[config.mk]
export PLATFORM = sky130hd
export DESIGN_NAME = spi_xfer_core
export DESIGN_NICKNAME = d
export VERILOG_FILES = /design/src/rtl/spi_xfer_pkg.sv /design/src/rtl/spi_sck_gen.sv /design/src/rtl/spi_shifter.sv /design/src/rtl/spi_flag_ctrl.sv /design/src/rtl/spi_xfer_core.sv
export SDC_FILE = /design/constraint.sdc
export NUM_CORES = 1
export LEC_CHECK = 0
export ABC_AREA = 0
export CAP_MARGIN = 25
export CELL_PAD_IN_SITES_DETAIL_PLACEMENT = 1
export CELL_PAD_IN_SITES_GLOBAL_PLACEMENT = 1
export CORE_MARGIN = 2
export CORE_UTILIZATION = 30
export DETAILED_ROUTE_END_ITERATION = 8
export GPL_TIMING_DRIVEN = 1
export PLACE_DENSITY_LB_ADDON = 0.12
export SLEW_MARGIN = 30
export SYNTH_ARGS = -nofsm -noshare
export SYNTH_HDL_FRONTEND = slang
export SYNTH_SLANG_ARGS = --single-unit
[constraint.sdc]
create_clock -name clk -period 1.8 [get_ports clk]
set_input_delay 0.27 -clock clk [delete_from_list [all_inputs] [get_ports clk]]
set_output_delay 0.27 -clock clk [all_outputs]
set_load 0.005 [all_outputs]
[src/rtl/spi_xfer_pkg.sv]
package spi_xfer_pkg;
  typedef enum logic [1:0] {
    REG_CTRL = 2'd0,
    REG_STAT = 2'd1,
    REG_DATA = 2'd2,
    REG_NONE = 2'd3
  } reg_sel_e;

  localparam int CTRL_IRQ_BIT  = 7;
  localparam int CTRL_RATE_BIT = 0;
  localparam int STAT_DONE_BIT = 7;
  localparam int STAT_COLL_BIT = 6;
endpackage

[src/rtl/spi_sck_gen.sv]
module spi_sck_gen #(
  parameter int DIV_FAST = 2,
  parameter int DIV_SLOW = 16
) (
  input  logic clk,
  input  logic rst_n,
  input  logic run,
  input  logic slow,
  output logic tick
);
  localparam int HALF_F = DIV_FAST / 2;
  localparam int HALF_S = DIV_SLOW / 2;
  localparam int HALF_M = (HALF_S > HALF_F) ? HALF_S : HALF_F;
  localparam int CW     = (HALF_M > 1) ? $clog2(HALF_M) : 1;

  logic [CW-1:0] cnt;
  logic [CW-1:0] reload;

  // half-period length for the selected rate
  assign reload = slow ? CW'(HALF_S - 1) : CW'(HALF_F - 1);
  assign tick   = run && (cnt == '0);

  always_ff @(posedge clk) begin
    if (!rst_n)      cnt <= '0;
    else if (!run)   cnt <= reload;
    else if (tick)   cnt <= reload;
    else             cnt <= cnt - 1'b1;
  end
endmodule

[src/rtl/spi_shifter.sv]
module spi_shifter #(
  parameter int W = 8
) (
  input  logic         clk,
  input  logic         rst_n,
  input  logic         start,
  input  logic [W-1:0] load,
  input  logic         tick,
  input  logic         miso,
  output logic         sck,
  output logic         mosi,
  output logic         busy,
  output logic         last_rise,
  output logic [W-1:0] rx_word
);
  localparam int BW = $clog2(W + 1);

  logic [W-1:0]  tx_q;
  logic [W-1:0]  rx_q;
  logic [BW-1:0] nb_q;
  logic          sck_q;
  logic          busy_q;

  assign rx_word   = {rx_q[W-2:0], miso};
  assign last_rise = tick && !sck_q && (nb_q == BW'(W - 1));
  assign sck       = sck_q;
  assign mosi      = tx_q[W-1];
  assign busy      = busy_q;

  always_ff @(posedge clk) begin
    if (!rst_n) begin
      tx_q   <= '0;
      rx_q   <= '0;
      nb_q   <= '0;
      sck_q  <= 1'b0;
      busy_q <= 1'b0;
    end else if (start) begin
      tx_q   <= load;
      nb_q   <= '0;
      sck_q  <= 1'b0;
      busy_q <= 1'b1;
    end else if (tick) begin
      if (!sck_q) begin
        // rising edge: sample
        sck_q <= 1'b1;
        rx_q  <= rx_word;
        nb_q  <= nb_q + 1'b1;
      end else begin
        // falling edge: advance, or finish after the last pulse
        sck_q <= 1'b0;
        if (nb_q == BW'(W)) busy_q <= 1'b0;
        else                tx_q   <= {tx_q[W-2:0], 1'b0};
      end
    end
  end
endmodule

[src/rtl/spi_flag_ctrl.sv]
module spi_flag_ctrl (
  input  logic clk,
  input  logic rst_n,
  input  logic stat_rd,
  input  logic data_acc,
  input  logic busy,
  input  logic last_rise,
  output logic done,
  output logic coll,
  output logic armed
);
  logic done_q, coll_q, armed_q;
  logic clr;

  assign clr   = data_acc && armed_q && done_q;
  assign done  = done_q;
  assign coll  = coll_q;
  assign armed = armed_q;

  always_ff @(posedge clk) begin
    if (!rst_n) begin
      done_q  <= 1'b0;
      coll_q  <= 1'b0;
      armed_q <= 1'b0;
    end else begin
      if (last_rise)  done_q <= 1'b1;
      else if (clr)   done_q <= 1'b0;

      // a data access during a transfer wins over a clear
      if (data_acc && busy) coll_q <= 1'b1;
      else if (clr)         coll_q <= 1'b0;

      if (clr)                   armed_q <= 1'b0;
      else if (stat_rd && done_q) armed_q <= 1'b1;
    end
  end
endmodule

[src/rtl/spi_xfer_core.sv]
module spi_xfer_core
  import spi_xfer_pkg::*;
#(
  parameter int DATA_W   = 8,
  parameter int DIV_FAST = 2,
  parameter int DIV_SLOW = 16
) (
  input  logic              clk,
  input  logic              rst_n,
  input  logic [1:0]        bus_addr,
  input  logic              bus_wr,
  input  logic              bus_rd,
  input  logic [DATA_W-1:0] bus_wdata,
  output logic [DATA_W-1:0] bus_rdata,
  output logic              sck_o,
  output logic              mosi_o,
  input  logic              miso_i,
  output logic              irq_o
);
  logic              irq_en_q, rate_q, rate_run_q;
  logic [DATA_W-1:0] rxbuf_q;
  logic              busy_w, tick_w, last_rise_w;
  logic              done_w, coll_w, armed_w;
  logic [DATA_W-1:0] rx_word_w;
  logic              data_acc, stat_rd, start, blocked;

  assign data_acc = (bus_rd || bus_wr) && (bus_addr == REG_DATA);
  assign stat_rd  = bus_rd && (bus_addr == REG_STAT);
  assign start    = bus_wr && (bus_addr == REG_DATA) && !busy_w && !done_w;
  assign blocked  = busy_w || (done_w && !armed_w);
  assign irq_o    = done_w && irq_en_q;

  always_ff @(posedge clk) begin
    if (!rst_n) begin
      irq_en_q   <= 1'b0;
      rate_q     <= 1'b0;
      rate_run_q <= 1'b0;
      rxbuf_q    <= '0;
    end else begin
      if (bus_wr && (bus_addr == REG_CTRL)) begin
        irq_en_q <= bus_wdata[CTRL_IRQ_BIT];
        rate_q   <= bus_wdata[CTRL_RATE_BIT];
      end
      if (start)       rate_run_q <= rate_q;
      if (last_rise_w) rxbuf_q    <= rx_word_w;
    end
  end

  always_comb begin
    bus_rdata = '0;
    case (bus_addr)
      REG_CTRL: begin
        bus_rdata[CTRL_IRQ_BIT]  = irq_en_q;
        bus_rdata[CTRL_RATE_BIT] = rate_q;
      end
      REG_STAT: begin
        bus_rdata[STAT_DONE_BIT] = done_w;
        bus_rdata[STAT_COLL_BIT] = coll_w;
      end
      REG_DATA: bus_rdata = blocked ? '0 : rxbuf_q;
      default:  bus_rdata = '0;
    endcase
  end

  spi_sck_gen #(.DIV_FAST(DIV_FAST), .DIV_SLOW(DIV_SLOW)) sck_gen_i (
    .clk   (clk),
    .rst_n (rst_n),
    .run   (busy_w),
    .slow  (busy_w ? rate_run_q : rate_q),
    .tick  (tick_w)
  );

  spi_shifter #(.W(DATA_W)) shifter_i (
    .clk       (clk),
    .rst_n     (rst_n),
    .start     (start),
    .load      (bus_wdata),
    .tick      (tick_w),
    .miso      (miso_i),
    .sck       (sck_o),
    .mosi      (mosi_o),
    .busy      (busy_w),
    .last_rise (last_rise_w),
    .rx_word   (rx_word_w)
  );

  spi_flag_ctrl flags_i (
    .clk       (clk),
    .rst_n     (rst_n),
    .stat_rd   (stat_rd),
    .data_acc  (data_acc),
    .busy      (busy_w),
    .last_rise (last_rise_w),
    .done      (done_w),
    .coll      (coll_w),
    .armed     (armed_w)
  );
endmodule

# Word-level counts from Yosys, hierarchy flattened
# Index checks and enable logic that the tools add are counted.
[word_totals]
ff_bits = 38
in_bits = 15
out_inout_bits = 11
word_cells = 78
[op_classes]
add_sub_neg = 2
eq_ne = 5
mux = 21
bitwise_logic = 3
n_reduce_logical = 34
[op_table]
columns = ["operator", "count"]
rows = [
  ["8-bit 2-to-1 mux", 5],
  ["1-bit logical AND", 15],
  ["2-bit nonzero test", 5],
  ["1-bit 2-to-1 mux", 9],
  ["3-bit 2-to-1 mux", 3],
  ["3-bit AND reduction", 3],
  ["5-bit 2-to-1 mux", 1],
  ["4-bit by 1-bit adder with 4-bit output, second input constant", 1],
  ["4-bit by 3-bit equality test with 1-bit output, second input constant", 1],
  ["4-bit equality test, second input constant", 1],
  ["1-bit logical NOT", 4],
  ["1-bit case mux with 2 select lines", 2],
  ["2-bit OR reduction", 2],
  ["3-bit logical NOT", 1],
  ["1-bit NOT", 3],
  ["1-bit case mux with 3 select lines", 1],
  ["3-bit by 1-bit subtractor with 3-bit output, second input constant", 1],
  ["2-bit by 1-bit equality test with 1-bit output, second input constant", 1],
  ["2-bit equality test, second input constant", 1],
  ["2-bit logical NOT", 1],
  ["1-bit logical OR", 2],
  ["2-bit by 1-bit != test with 1-bit output, second input constant", 1],
  ["2-bit AND reduction", 1],
]

# Depth between registers and ports, before layout
[depth]
word_depth = 6
mapped_depth = 7
mapped_depth_nobuf = 5

# By module
# From an unflattened synthesis, not the netlist that was laid out.
[unflattened]
cells_unflattened = 199
hier_area_um2 = 1930.6
[by_module_without_submodules]
columns = ["module", "n_inst", "cells_per_inst", "area_per_inst_um2", "seq_area_each_um2"]
rows = [
  ["spi_shifter", 1, 101, 929.6, 420.4],
  ["spi_xfer_core", 1, 67, 699.4, 220.2],
  ["spi_sck_gen", 1, 19, 171.4, 60.1],
  ["spi_flag_ctrl", 1, 12, 130.1, 60.1],
]

# Worst setup path before layout
# Ideal clock, no wire load.
[synth_path]
kind = "reg2reg"
from = "register shifter_i.nb_q[0]"
to = "register shifter_i.tx_q[1]"
arrival_ns = 1.381
required_ns = 1.721
slack_ns = 0.340
path_stages_with_launch = 8
period_less_slack_ns = 1.460
cell_sequence = "dfxtp_1 > inv_1 > ha_1 > and3b_1 > buf_6 > or2_1 > buf_6 > a211oi_2"
[synth_via]
elab_chain_cells = 3
[synth_lines]
columns = ["element", "line", "rtl"]
rows = [
  ["start, declared", "spi_shifter.sv:20", "logic [BW-1:0] nb_q;"],
  ["start signal, assigned", "spi_shifter.sv:47", "nb_q <= nb_q + 1'b1;"],
  ["4-bit equality test", "spi_shifter.sv:51", "if (nb_q == BW'(W)) busy_q <= 1'b0;"],
  ["2-bit by 1-bit != test with 1-bit output (no source line)", "-", ""],
  ["3-bit AND reduction (no source line)", "-", ""],
  ["end signal, assigned", "spi_shifter.sv:38", "tx_q <= load;"],
  ["end signal, assigned", "spi_shifter.sv:52", "else tx_q <= {tx_q[W-2:0], 1'b0};"],
  ["end, declared", "spi_shifter.sv:18", "logic [W-1:0] tx_q;"],
]
# No other way between the ends.
# A chain may end at the register's enable or synchronous reset.

# Final worst setup path
[layout_path]
from = "register flags_i.armed_q, in the netlist flags_i.armed"
to = "output port bus_rdata[1]"
[layout_via]
elab_chain_cells = 5
[layout_lines]
columns = ["element", "line", "rtl"]
rows = [
  ["start, declared", "spi_flag_ctrl.sv:12", "logic done_q, coll_q, armed_q;"],
  ["start signal, assigned", "spi_flag_ctrl.sv:24", "armed_q <= 1'b0;"],
  ["start signal, assigned", "spi_flag_ctrl.sv:33", "if (clr) armed_q <= 1'b0;"],
  ["start signal, assigned", "spi_flag_ctrl.sv:34", "else if (stat_rd && done_q) armed_q <= 1'b1;"],
  ["1-bit logical NOT", "spi_xfer_core.sv:30", "assign blocked = busy_w || (done_w && !armed_w);"],
  ["1-bit logical AND", "spi_xfer_core.sv:30", ""],
  ["1-bit logical OR", "spi_xfer_core.sv:30", ""],
  ["8-bit 2-to-1 mux", "spi_xfer_core.sv:60", "REG_DATA: bus_rdata = blocked ? '0 : rxbuf_q;"],
  ["5-bit 2-to-1 mux", "spi_xfer_core.sv:51", "case (bus_addr)"],
  ["end, declared", "spi_xfer_core.sv:14", "output logic [DATA_W-1:0] bus_rdata,"],
]
# No other way between the ends.

==> impl_metrics.ini <==
[run]
max_cap_violations = 0

[yosys]
synth_common_cells = 38 x dfxtp_1, 28 x nand2_1, 24 x a21oi_1, 20 x o21ai_0, 12 x nand3_1
synth-warning-count = 0
synth-compound-area-share = 0.233
synthFlopType = dfxtp_1
ys_seq_area_frac = 0.415
syn_avg_cell_area_um2 = 8.57
synth_top_family_by_area = compound AO/OA/AOI/OAI gates
synthXorXnorAreaFrac = 0.00477
yosys-top-cells-area = dfxtp_1 41%, a21oi_1 6.5%, nand2_1 5.7%, ha_1 5.5%, o21ai_0 5.5%
synth-adder-area-share = 0.0546
syn_nets = 237
syn_area_mm2 = 0.00183
muxShareOfSynthArea = 0.00614
synth.distinct_cells = 37
async_flop_share = 0
synth_simple_gate_area_frac = 0.220
ys_seq_elements = 38
synth_top_area_frac = 0.415
yosysTopAreaCell = dfxtp_1
synth_cells = 214
synth-edff-count = 0
yosysMostFrequentCell = dfxtp_1

[global_route]
grt_antenna_before_repair = 0
grt_usage = 0.152
grt_pass1_vias = 1600
grt_pass1_wl_um = 7810
overflow = 0
grt_max_degree = 19

[final_layout]
layout.nets = 277
finalInstanceArea_mm2 = 0.00244
area_growth_pct = 32.8
layout-drive-gt1-share = 0.208
stdcell_count = 330
antenna_cells = 0
num-fill-cells = 701

[worst_setup_path]
crit_chain = o211a_4 > buf_6 > and2_1 > dlygate4sd2_1
crit_end = bus_rdata[1]
cp-end-kind = output pin
cp.buffers_inverters = 2
cp.depth = 4
crit_type = reg2out
cp_top_family = buffers and inverters
cp_slowest_cell = dfxtp_1
critPathArrivalTime_ns = 1.45
critical_path.max_stage_delay_ns = 0.36
ff2ff_setup_slack_ns = 0.18
startpoint = flags_i.armed$_SDFFE_PP0P_
rr_endpoint = shifter_i.nb_q[2]$_SDFFE_PP0P_
r2r_start = sck_gen_i.cnt[0]$_SDFF_PN0_
crit_required_ns = 1.53
crit_fanout = 5
startpoint_type = flip-flop
rr_worst_depth = 5

[sta]
rsz0062_at_grt = no
max-slew-margin-rel = 0.744
timing.final.crit_period_ns = 1.72
slew_violations = 0
hold_ws_ns = 0.459
hold_viol_final = 0
worst_pin_slew_ns = 0.383
fin_worst_skew_ns = 0.00798
finalCritPeriodShare = 0.954
max_freq_mhz = 582
setup_viol = 0

[detailed_routing]
vias = 1652
routed_via_density = 5.01
drt-total-wl_um = 4700
drt-initial-drc-count = 41
ant_nets = 0
wire_per_inst_um = 14.2
drt_pass1_iterations = 4
drcViolationCount = 0

[worst_hold_path]
holdPathStages = 1
hp-class = reg2reg

[clocking]
clock_sinks = 38
path_clk_slew_ns = 0.08
hold_buffers = 0
cts_tree = yes
cts_root_buf = clkbuf_8
htreeDepth = 2
clk_path_buf_depth = 2
insertion_delay_ns = 0.30
cts_buffers = 5

[die]
core.rowCount = 28
chipWidth_um = 82.2
pin_count = 26
die_area_mm2 = 0.00676
dieHeight_um = 82.2
start_util = 0.310
coreArea_mm2 = 0.00592

[pwr]
p_leak_nw = 0.903
power.density_mw_per_mm2 = 748
ir_drop_mv = 0.467

[outcome]
status = finished, final reports clean

[placed_design]
gp_congestion = 0.728
port_buffers = 25
place.detailed.hpwl_um = 3400
dpl_cell_area_mm2 = 0.00226
place_inst = 320
worst min-delay path by stage:
stage / start / endpoint / slack [ns]
after detailed placement: sck_gen_i.cnt[0]$_SDFF_PN0_ / sck_gen_i.cnt[0]$_SDFF_PN0_ / 0.45
final: sck_gen_i.cnt[0]$_SDFF_PN0_ / sck_gen_i.cnt[0]$_SDFF_PN0_ / 0.46
after global placement: sck_gen_i.cnt[0]$_SDFF_PN0_ / sck_gen_i.cnt[0]$_SDFF_PN0_ / 0.44
after floorplan: miso_i / shifter_i.rx_q[0]$_SDFFE_PN0P_ / 0.41
after global routing: shifter_i.rx_q[6]$_SDFFE_PN0P_ / shifter_i.rx_q[6]$_SDFFE_PN0P_ / 0.50
after CTS: sck_gen_i.cnt[0]$_SDFF_PN0_ / sck_gen_i.cnt[0]$_SDFF_PN0_ / 0.46
flip-flops by register name, summed over array words and instances (netlist names), 3 cells and up:
| signal | flops |
|---|---|
| rxbuf_q | 8 |
| sck_gen_i.cnt | 3 |
| shifter_i.nb_q | 4 |
| shifter_i.rx_q | 7 |
| shifter_i.tx_q | 8 |
metrics by stage:
step / total power [mW] / setup TNS [ns] / worst slack (ns) / utilization
after CTS: 1.85 / 0 / 0.0123 / 0.411
after global routing: 1.91 / 0 / 0.0198 / 0.411
after global placement: 1.09 / -4.29 / -0.418 / 0.382
after detailed placement: 1.09 / -5.11 / -0.437 / 0.382
after floorplan: 0.992 / 0 / 0.340 / -
final: 1.82 / 0 / 0.0824 / 0.411
placed cells by master, fill, tap and decap left out, types with 8 or more instances in the layout:
master           Yosys  routed
dfxtp_1             38      37
nand2_1             28      28
a21oi_1             24      24
o21ai_0             20      20
buf_4                2      18
clkdlybuf4s50_1      0      15
nand3_1             12      12
nor2_1              10      10
inv_1               11       9
nor3_1               8       8
what timing repair did:
action | in CTS | in global routing
gates resized for setup | 28 | 1
endpoints found under the setup margin | 8 | 2
setup buffers | 2 | 0
gates cloned | 0 | 0
pin swaps | 1 | 1
cell families (layout without fill, tap and decap cells):
family	count (synthesis)	in the layout
AO/OA/AOI/OAI	66	66
XOR/XNOR	1	1
adder cells (fa/ha/maj)	8	8
buffers and inverters	24	65
flip-flops	38	38
multiplexers	1	1
AND/OR/NAND/NOR	76	76
layout make-up:
| type | count | area [µm²] | share of cell area |
|---|---|---|---|
| Clock buffer | 5 | 68.8 | 0.0282 |
| Clock inverter | 3 | 45.0 | 0.0185 |
| Inverter | 11 | 41.3 | 0.0169 |
| Multi-Input combinational cell | 152 | 993 | 0.408 |
| Sequential cell | 38 | 762 | 0.313 |
| Tap cell | 75 | 93.8 | 0.0385 |
| Timing Repair Buffer | 46 | 432 | 0.177 |
worst reg2reg max path, cell delays in order, from the launching register on:
cell       delay (ns)
dfxtp_1          0.32
inv_1            0.08
ha_1             0.28
nand4bb_1        0.27
or3_2            0.47
a21oi_1          0.14
per-layer routing:
layer	share of wire	global-route usage	vias up
met5	0	0	-
met3	0.034	0.0348	8
met2	0.46	0.246	21
li1	-	-	837
met4	0.014	0.0550	0
met1	0.49	0.197	786
report_power, final:
group	switching, mW	total [mW]	internal [mW]	leakage, nW
registers	0.0132	0.873	0.860	0.308
logic	0.0998	0.205	0.106	0.544
clock network	0.331	0.744	0.412	0.0504
No activity file was read; power rests on OpenSTA's default activity.
